===== config.mk =====
export PLATFORM = sky130hd
export DESIGN_NAME = irq_req_tracker
export DESIGN_NICKNAME = d
export VERILOG_FILES = /design/src/rtl/irq_track_pkg.sv /design/src/rtl/lowest_pick.sv /design/src/rtl/pin_cond.sv /design/src/rtl/vec_match.sv /design/src/rtl/irq_req_tracker.sv
export SDC_FILE = /design/constraint.sdc
export NUM_CORES = 1
export LEC_CHECK = 0
export BUFFER_PORTS_ARGS = -buffer_cell sky130_fd_sc_hd__buf_2
export CAP_MARGIN = 20
export CORE_ASPECT_RATIO = 1.1
export CORE_UTILIZATION = 30
export CTS_CLUSTER_SIZE = 10
export DETAILED_ROUTE_END_ITERATION = 7
export PLACE_DENSITY = 0.69
export SLEW_MARGIN = 40
export SYNTH_ARGS = -nofsm -noshare
export SYNTH_HDL_FRONTEND = slang
export SYNTH_SLANG_ARGS = --single-unit

===== constraint.sdc =====
create_clock -name clk -period 2.5 [get_ports clk]
set_input_delay 0.125 -clock clk [delete_from_list [all_inputs] [get_ports clk]]
set_output_delay 0.125 -clock clk [all_outputs]
set_load 0.005 [all_outputs]

===== src/rtl/irq_track_pkg.sv =====
package irq_track_pkg;
    localparam int DEF_PINS  = 8;
    localparam int DEF_VEC_W = 8;
    localparam int DEF_WIN_W = 8;

    typedef enum logic {
        TRIG_EDGE  = 1'b0,
        TRIG_LEVEL = 1'b1
    } trig_e;
endpackage


===== src/rtl/lowest_pick.sv =====
module lowest_pick #(
    parameter int N  = 8,
    localparam int IW = (N > 1) ? $clog2(N) : 1
) (
    input  logic [N-1:0]  req,
    output logic          found,
    output logic [IW-1:0] idx
);
    always_comb begin
        found = 1'b0;
        idx   = '0;
        for (int i = N - 1; i >= 0; i--) begin
            if (req[i]) begin
                found = 1'b1;
                idx   = IW'(i);
            end
        end
    end
endmodule


===== src/rtl/pin_cond.sv =====
module pin_cond #(
    parameter int N = 8
) (
    input  logic [N-1:0] pin,
    input  logic [N-1:0] pol,
    input  logic [N-1:0] prev,
    output logic [N-1:0] eff,
    output logic [N-1:0] rise
);
    for (genvar g = 0; g < N; g++) begin : g_pin
        assign eff[g]  = pin[g] ^ pol[g];
        assign rise[g] = eff[g] & ~prev[g];
    end
endmodule


===== src/rtl/vec_match.sv =====
module vec_match #(
    parameter int N     = 8,
    parameter int VEC_W = 8
) (
    input  logic [N*VEC_W-1:0] table_vec,
    input  logic [VEC_W-1:0]   key,
    output logic [N-1:0]       hit
);
    for (genvar g = 0; g < N; g++) begin : g_cmp
        assign hit[g] = (table_vec[g*VEC_W +: VEC_W] == key);
    end
endmodule


===== src/rtl/irq_req_tracker.sv =====
module irq_req_tracker
    import irq_track_pkg::*;
#(
    parameter int N_PINS = DEF_PINS,
    parameter int VEC_W  = DEF_VEC_W,
    parameter int WIN_W  = DEF_WIN_W,
    localparam int IW    = (N_PINS > 1) ? $clog2(N_PINS) : 1
) (
    input  logic                    clk,
    input  logic                    rst_n,
    input  logic [N_PINS-1:0]       pin_in,
    input  logic [N_PINS-1:0]       cfg_pol,
    input  logic [N_PINS-1:0]       cfg_trig,
    input  logic [N_PINS-1:0]       cfg_mask,
    input  logic [N_PINS*VEC_W-1:0] cfg_vec,
    input  logic                    eoi_valid,
    input  logic [VEC_W-1:0]        eoi_vec,
    input  logic                    win_wr,
    input  logic [WIN_W-1:0]        win_idx,
    input  logic                    win_low,
    input  logic                    dlv_ready,
    output logic                    dlv_valid,
    output logic [IW-1:0]           dlv_idx,
    output logic [N_PINS-1:0]       pend_o,
    output logic [N_PINS-1:0]       rirr_o,
    output logic                    eoi_err
);
    localparam logic [N_PINS-1:0] ONE = {{(N_PINS-1){1'b0}}, 1'b1};

    typedef struct packed {
        logic [N_PINS-1:0] pend;
        logic [N_PINS-1:0] rirr;
        logic [N_PINS-1:0] prev;
        logic              err;
    } st_t;

    st_t st_d, st_q;

    logic [N_PINS-1:0] eff, rise, want, cand, hit;
    logic [N_PINS-1:0] gnt, eoi_clr, win_clr;
    logic              eoi_found;
    logic [IW-1:0]     eoi_idx;
    logic              win_in_range;

    pin_cond #(.N(N_PINS)) i_pin_cond (
        .pin  (pin_in),
        .pol  (cfg_pol),
        .prev (st_q.prev),
        .eff  (eff),
        .rise (rise)
    );

    vec_match #(.N(N_PINS), .VEC_W(VEC_W)) i_vec_match (
        .table_vec (cfg_vec),
        .key       (eoi_vec),
        .hit       (hit)
    );

    lowest_pick #(.N(N_PINS)) i_eoi_pick (
        .req   (hit),
        .found (eoi_found),
        .idx   (eoi_idx)
    );

    // Level entries wait for their in-service flag; edge entries do not.
    always_comb begin
        for (int i = 0; i < N_PINS; i++) begin
            want[i] = st_q.pend[i] & (cfg_trig[i] == TRIG_EDGE || !st_q.rirr[i]);
        end
        cand = want & ~cfg_mask;
    end

    lowest_pick #(.N(N_PINS)) i_dlv_pick (
        .req   (cand),
        .found (dlv_valid),
        .idx   (dlv_idx)
    );

    assign win_in_range = (int'(win_idx) < N_PINS);

    always_comb begin
        gnt     = (dlv_valid && dlv_ready) ? (ONE << dlv_idx) : '0;
        eoi_clr = (eoi_valid && eoi_found && cfg_trig[eoi_idx] == TRIG_LEVEL)
                  ? (ONE << eoi_idx) : '0;
        win_clr = (win_wr && win_low && win_in_range)
                  ? (ONE << win_idx[IW-1:0]) : '0;
    end

    always_comb begin
        st_d = st_q;
        for (int i = 0; i < N_PINS; i++) begin
            if (cfg_trig[i] == TRIG_LEVEL) begin
                st_d.pend[i] = eff[i];
            end else begin
                st_d.pend[i] = eff[i] & (st_q.pend[i] | rise[i]) & ~cfg_mask[i] & ~gnt[i];
            end
            if (eoi_clr[i] || win_clr[i]) begin
                st_d.rirr[i] = 1'b0;
            end
            if (gnt[i] && cfg_trig[i] == TRIG_LEVEL) begin
                st_d.rirr[i] = 1'b1;
            end
        end
        st_d.prev = eff;
        st_d.err  = eoi_valid && eoi_found && (cfg_trig[eoi_idx] == TRIG_EDGE);
    end

    always_ff @(posedge clk or negedge rst_n) begin
        if (!rst_n) begin
            st_q <= '0;
        end else begin
            st_q <= st_d;
        end
    end

    assign pend_o  = st_q.pend;
    assign rirr_o  = st_q.rirr;
    assign eoi_err = st_q.err;
endmodule


======== Yosys cells after proc, flatten, opt, wreduce, memory -nomap -nowiden ========
Cells that the tools add are included.
operators by class
  order comparisons ....................... 2
  equality and inequality tests ........... 8
  shift operators ......................... 3
  mux-type cells .......................... 61
  bitwise gates (word level) .............. 91
  reduce and logical (&&, ||, !) cells .... 46
operators with widths
  kind                                                count
  == test 8 bit                                       8
  2-to-1 mux 3 bit                                    16
  2-to-1 mux 1 bit                                    41
  AND 1 bit                                           40
  NOT 1 bit                                           33
  2-to-1 mux 8 bit                                    3
  << shifter 1 x 3 -> 8 bit, first input constant     3
  logical OR 1 bit                                    16
  nonzero test 2 bit                                  8
  logical AND 1 bit                                   14
  AND 8 bit                                           1
  logical NOT 1 bit                                   8
  < comparator 8 x 4 -> 1 bit, second input constant  1
  NOT 8 bit                                           1
  bitwise OR 1 bit                                    8
  bitwise XOR 1 bit                                   8
  < comparator 3 x 4 -> 1 bit, second input constant  1
  binary-select mux 1 bit (select 3 bit)              1
word-level totals
  bits in registers ....................... 25
  input bits .............................. 118
  output and inout bits ................... 21

======== Longest topological paths before layout ========
  depth in word-level cells ............... 17
  mapped depth ............................ 8
  mapped depth without buffers ............ 7

======== Hierarchy ========
Synthesis repeated with hierarchy kept, for this count alone.
second synthesis, totals
  cell total of the unflattened synthesis .. 280
  area, all modules ....................... 2466.1 µm²
by module, submodules not included
  module           instances  cells each  area an instance (µm²)
  irq_req_tracker  1          142         1388.8
  vec_match        1          96          777.0
  lowest_pick      2          13          80.1
  pin_cond         1          16          140.1

======== Worst setup path after synthesis ========
Ideal clock, no wire load.
  path type ............................... input to register
  start point ............................. input port eoi_vec[2]
  end point ............................... register st_q (netlist bit rirr_o[4])
  setup time .............................. 0.137 ns
  arrival time ............................ 1.828 ns
  data required time ...................... 2.363 ns
  slack ................................... 0.536 ns
  stages on the path ...................... 8
  path buffers ............................ 1
  cell sequence ........................... buf_4 > xor2_1 > nor4_4 > and2_2 > o41ai_2 > a2111o_1 > a2111oi_2 > o32ai_1
between the ends
  word-level cells in the longest chain between the ends .. 15
ends and longest elaborated chain
  element                                 RTL line                RTL
  from (decl)                             irq_req_tracker.sv:17   input logic [VEC_W-1:0] eoi_vec,
  == test 8 bit                           vec_match.sv:10         assign hit[g] = (table_vec[g*VEC_W +: VEC_W] == key);
  2-to-1 mux 3 bit (8 in a row)           lowest_pick.sv:13       if (req[i]) begin
  binary-select mux 1 bit (select 3 bit)  irq_req_tracker.sv:83   eoi_clr = (eoi_valid && eoi_found && cfg_trig[eoi_idx] == TRIG_LEVEL)
  2-to-1 mux 1 bit (not written as such)  irq_req_tracker.sv:83
  logical AND 1 bit                       irq_req_tracker.sv:83
  2-to-1 mux 8 bit (*)                    irq_req_tracker.sv:84   ? (ONE << eoi_idx) : '0;
  logical OR 1 bit (*)                    irq_req_tracker.sv:97   if (eoi_clr[i] || win_clr[i]) begin
  nonzero test 2 bit (no line) (*)        n/a
  to (signal assigned)                    irq_req_tracker.sv:112  st_q <= st_d;
  to (decl)                               irq_req_tracker.sv:37   st_t st_d, st_q;
Every way passes the cells marked *; elsewhere a longest branch is shown, timed or not. The select of a mux whose other input is x is not followed.
A chain may end at the register's enable or synchronous reset.

==> results.md <==
- Post-layout power: around 1.4 mW
- Data arrival time at the worst-slack endpoint: ~2300 ps
- Largest family of logic cells by synthesized area: XOR/XNOR gates
- Remaining max-slew budget at the tightest pin: 0.514
- Leakage power of the design: 1.45 nW
- Post-synthesis instance area: about 2400 sq um
- Post-DP HPWL: around 6400 um
- Via Count: between 2000 and 3000
- Min-Delay Startpoint: pin_in[5]
- CTS buffer count: 3
- Pin count of the biggest net entering global routing: 26
- TritonRoute pass-1 iters: 4
- Syn Nets: ~390
- Antenna violation net count after detailed routing: 0
- Average footprint of a synthesized cell: around 8.9 sq um
- Cells taking the most area after synthesis: sky130_fd_sc_hd__dfrtp_1 26%, sky130_fd_sc_hd__xor2_1 18%, sky130_fd_sc_hd__xnor2_1 8.8%
- Cell taking the most area after synthesis: sky130_fd_sc_hd__dfrtp_1
- Ys async rst share: 1.00
- Post-route DRC violation count: 0
- Worst-skew pair later-pin latency: about 270 ps
- Post-synthesis simple-gate area fraction: 0.209
- Number of placement rows: 33
- Width of the chip: 87.3 um
- Final Cell Area: approximately 3200 sq um
- Initial core utilization: 0.316
- Via count of the first global-routing pass: 2634
- Total count of hold-check failures in the final report: 0
- Syn. warnings: 0
- Setup slack, reg-to-reg: about 490 ps
- Max H-tree Level: 1
- Number of antenna violations at the first check in global routing: 0
- Io pins: roughly 140
- Routed vias/inst: 5.02
- Final setup TNS: 0 ps
- Count leader, synth: sky130_fd_sc_hd__xor2_1
- Global route overflow: 0
- Share of synthesized area spent on multiplexers: 0.00417
- Synth top cells by count: 48 x sky130_fd_sc_hd__xor2_1, 25 x sky130_fd_sc_hd__dfrtp_1, 24 x sky130_fd_sc_hd__xnor2_1, 15 x sky130_fd_sc_hd__inv_1, 15 x sky130_fd_sc_hd__o21ai_0
- Cell depth of the worst min-delay path: 2
- Minimum setup slack in the final design: approximately 320 ps
- Hold Path Class: primary input to register
- Ant diodes: 0
- Number of nets in the finished design: between 500 and 600
- Number of pins exceeding their max-slew limit in the final report: 0
- Final Core Density: 0.426
- Data required time at the worst endpoint: about 2700 ps
- Total routing resource utilization after global routing: 0.182
- EDFF count, synth: 0
- Area overhead of the layout relative to synthesis: 34.7%
- Number of maximum-capacitance constraint violations: 0
- Share of the clock period used by the worst path: 0.871
- RR Startpoint: pend_o[0]
- Peak Freq: around 0.46 GHz
- Unrepaired setup endpoints after global routing: no
- Launching element type of the critical path: primary input
- Post-synthesis sequential element count: 25
- Number of fillers in the final layout: just over 800
- Total core area: ~7600 sq um
- Cell count after placement: roughly 510
- Portion of the post-synthesis area used by sequential elements: 0.261
- Pre-CTS setup slack: roughly 76 ps
- Iteration-0 DRC count of the detailed router: 84
- Share of cells above drive strength 1: 0.392
- Start-to-end type of the worst setup path: primary input to register
- Most used flip-flop cell after synthesis: sky130_fd_sc_hd__dfrtp_1
- Count of clock tree sinks: 25
- Area of the die: 8370 sq um
- Areal power density over the cells: approximately 420 nW/um^2
- Transition time at the pin with the least slew margin: between 700 and 800 ps
- Worst setup startpoint: eoi_vec[6]
- Minimum clock period: 2180 ps
- Category of the worst setup path capture point: register
- RePlAce Congestion: about 0.81
- Length in cells of the worst reg-to-reg path: 7
- Compound-cell area share of the yosys netlist: 0.206
- Clock root buffer: sky130_fd_sc_hd__clkbuf_8
- Result of the run: completed
- Wire per inst: 14.3 um
- Worst hold slack across all endpoints: 41.9 ps
- Highest fanout seen on the critical path: 8
- Total placed instance area: 3180 sq um
- Final worst clock skew: slightly below 2 ps
- Finish-stage setup viols: 0
- Vertical die dimension: 95.8 um
- Non-filler instance count after layout: around 510
- Post-synthesis cell type count: 50
- Aggregate routed wire length: 7320 um
- TritonCTS clock tree: done
- Wire length of the first global-routing pass: approximately 12000 um
- Synthesized netlist cell count: about 270
- Peak supply drop: ~0.17 mV
- Number of gates resized after CTS: 0
- Port-buffer cells: ~140
- Xor/xnor cell area share of the yosys netlist: 0.263
- Share of synthesized cell area in full adder, half adder and majority cells: 0
- Max clock buf depth: 2
- Clock transition at the register clock pins on the worst setup and hold paths after CTS: about 90 ps
- Area share of the largest cell type after synthesis: 0.261
[where the power goes]
part	leakage [nW]	internal [mW]	switching (mW)
clock	0.0228	0.114	0.129
combinational	1.13	0.276	0.295
sequential	0.295	0.485	0.0549
total	1.45	0.875	0.479
[what timing repair did]
action / in CTS / in global routing
setup endpoints to repair: 0 / 0
buffers inserted: 0 / 0
hold endpoints to repair: 25 / 0
hold buffers: 1 / 0
[worst paths after layout]
check / to
min reg2reg: pend_o[4]
max: eoi_err
min in group asynchronous: st_q[7]
max reg2reg: rirr_o[6]
max in group asynchronous: rirr_o[4]
min: st_q[6]
[routing by layer]
layer | share of wire | wire [um] | GRT usage
met5 | 0 | 0 | 0
met4 | 0.015 | 112 | 0.0574
met3 | 0.057 | 416 | 0.0154
met2 | 0.53 | 3900 | 0.357
met1 | 0.40 | 2900 | 0.204
[cell usage in the layout (no fill, tap or decap), drive strengths merged, types with 3 or more instances in the layout]
master / netlist / final
nand4: 8 / 8
nand3: 6 / 6
clkbuf: 1 / 4
o311ai: 3 / 3
inv: 15 / 15
a21oi: 6 / 6
a21boi: 3 / 3
xnor2: 24 / 24
o21ai: 18 / 18
and2: 6 / 6
nor4: 17 / 17
a221oi: 3 / 3
nand2: 14 / 14
a2111oi: 3 / 3
nor2: 7 / 7
buf: 8 / 143
a211oi: 10 / 10
nand2b: 4 / 4
nor3: 6 / 6
dfrtp: 25 / 25
o21a: 7 / 7
xor2: 48 / 48
[logic make-up after synthesis]
family,count (synthesis)
compound gates,68
mux,1
xor+xnor,72
flops,25
simple gates,79
buf+inv,24
[cell type report]
type	instances	area (sq um)	area share
multi-input cells	220	1640	0.506
repair buffers	144	738	0.228
clock buffers	4	45.0	0.0139
well taps	105	131	0.0406
flip-flops and latches	25	626	0.193
inverters	15	56.3	0.0174
[sequential cells by signal (all words and copies together), names as in the netlist]
| signal | flops |
|---|---|
| eoi_err | 1 |
| pend_o | 8 |
| rirr_o | 8 |
| st_q | 8 |
[critical path, stage by stage]
cell and delay, ps:
sky130_fd_sc_hd__buf_2 180, sky130_fd_sc_hd__xor2_1 190, sky130_fd_sc_hd__nor4_2 380, sky130_fd_sc_hd__a211oi_1 150, sky130_fd_sc_hd__o311ai_0 630, sky130_fd_sc_hd__nand3_1 190
sky130_fd_sc_hd__a311oi_1 380, sky130_fd_sc_hd__a2111oi_2 90
Power figures use the tool's default switching activity.
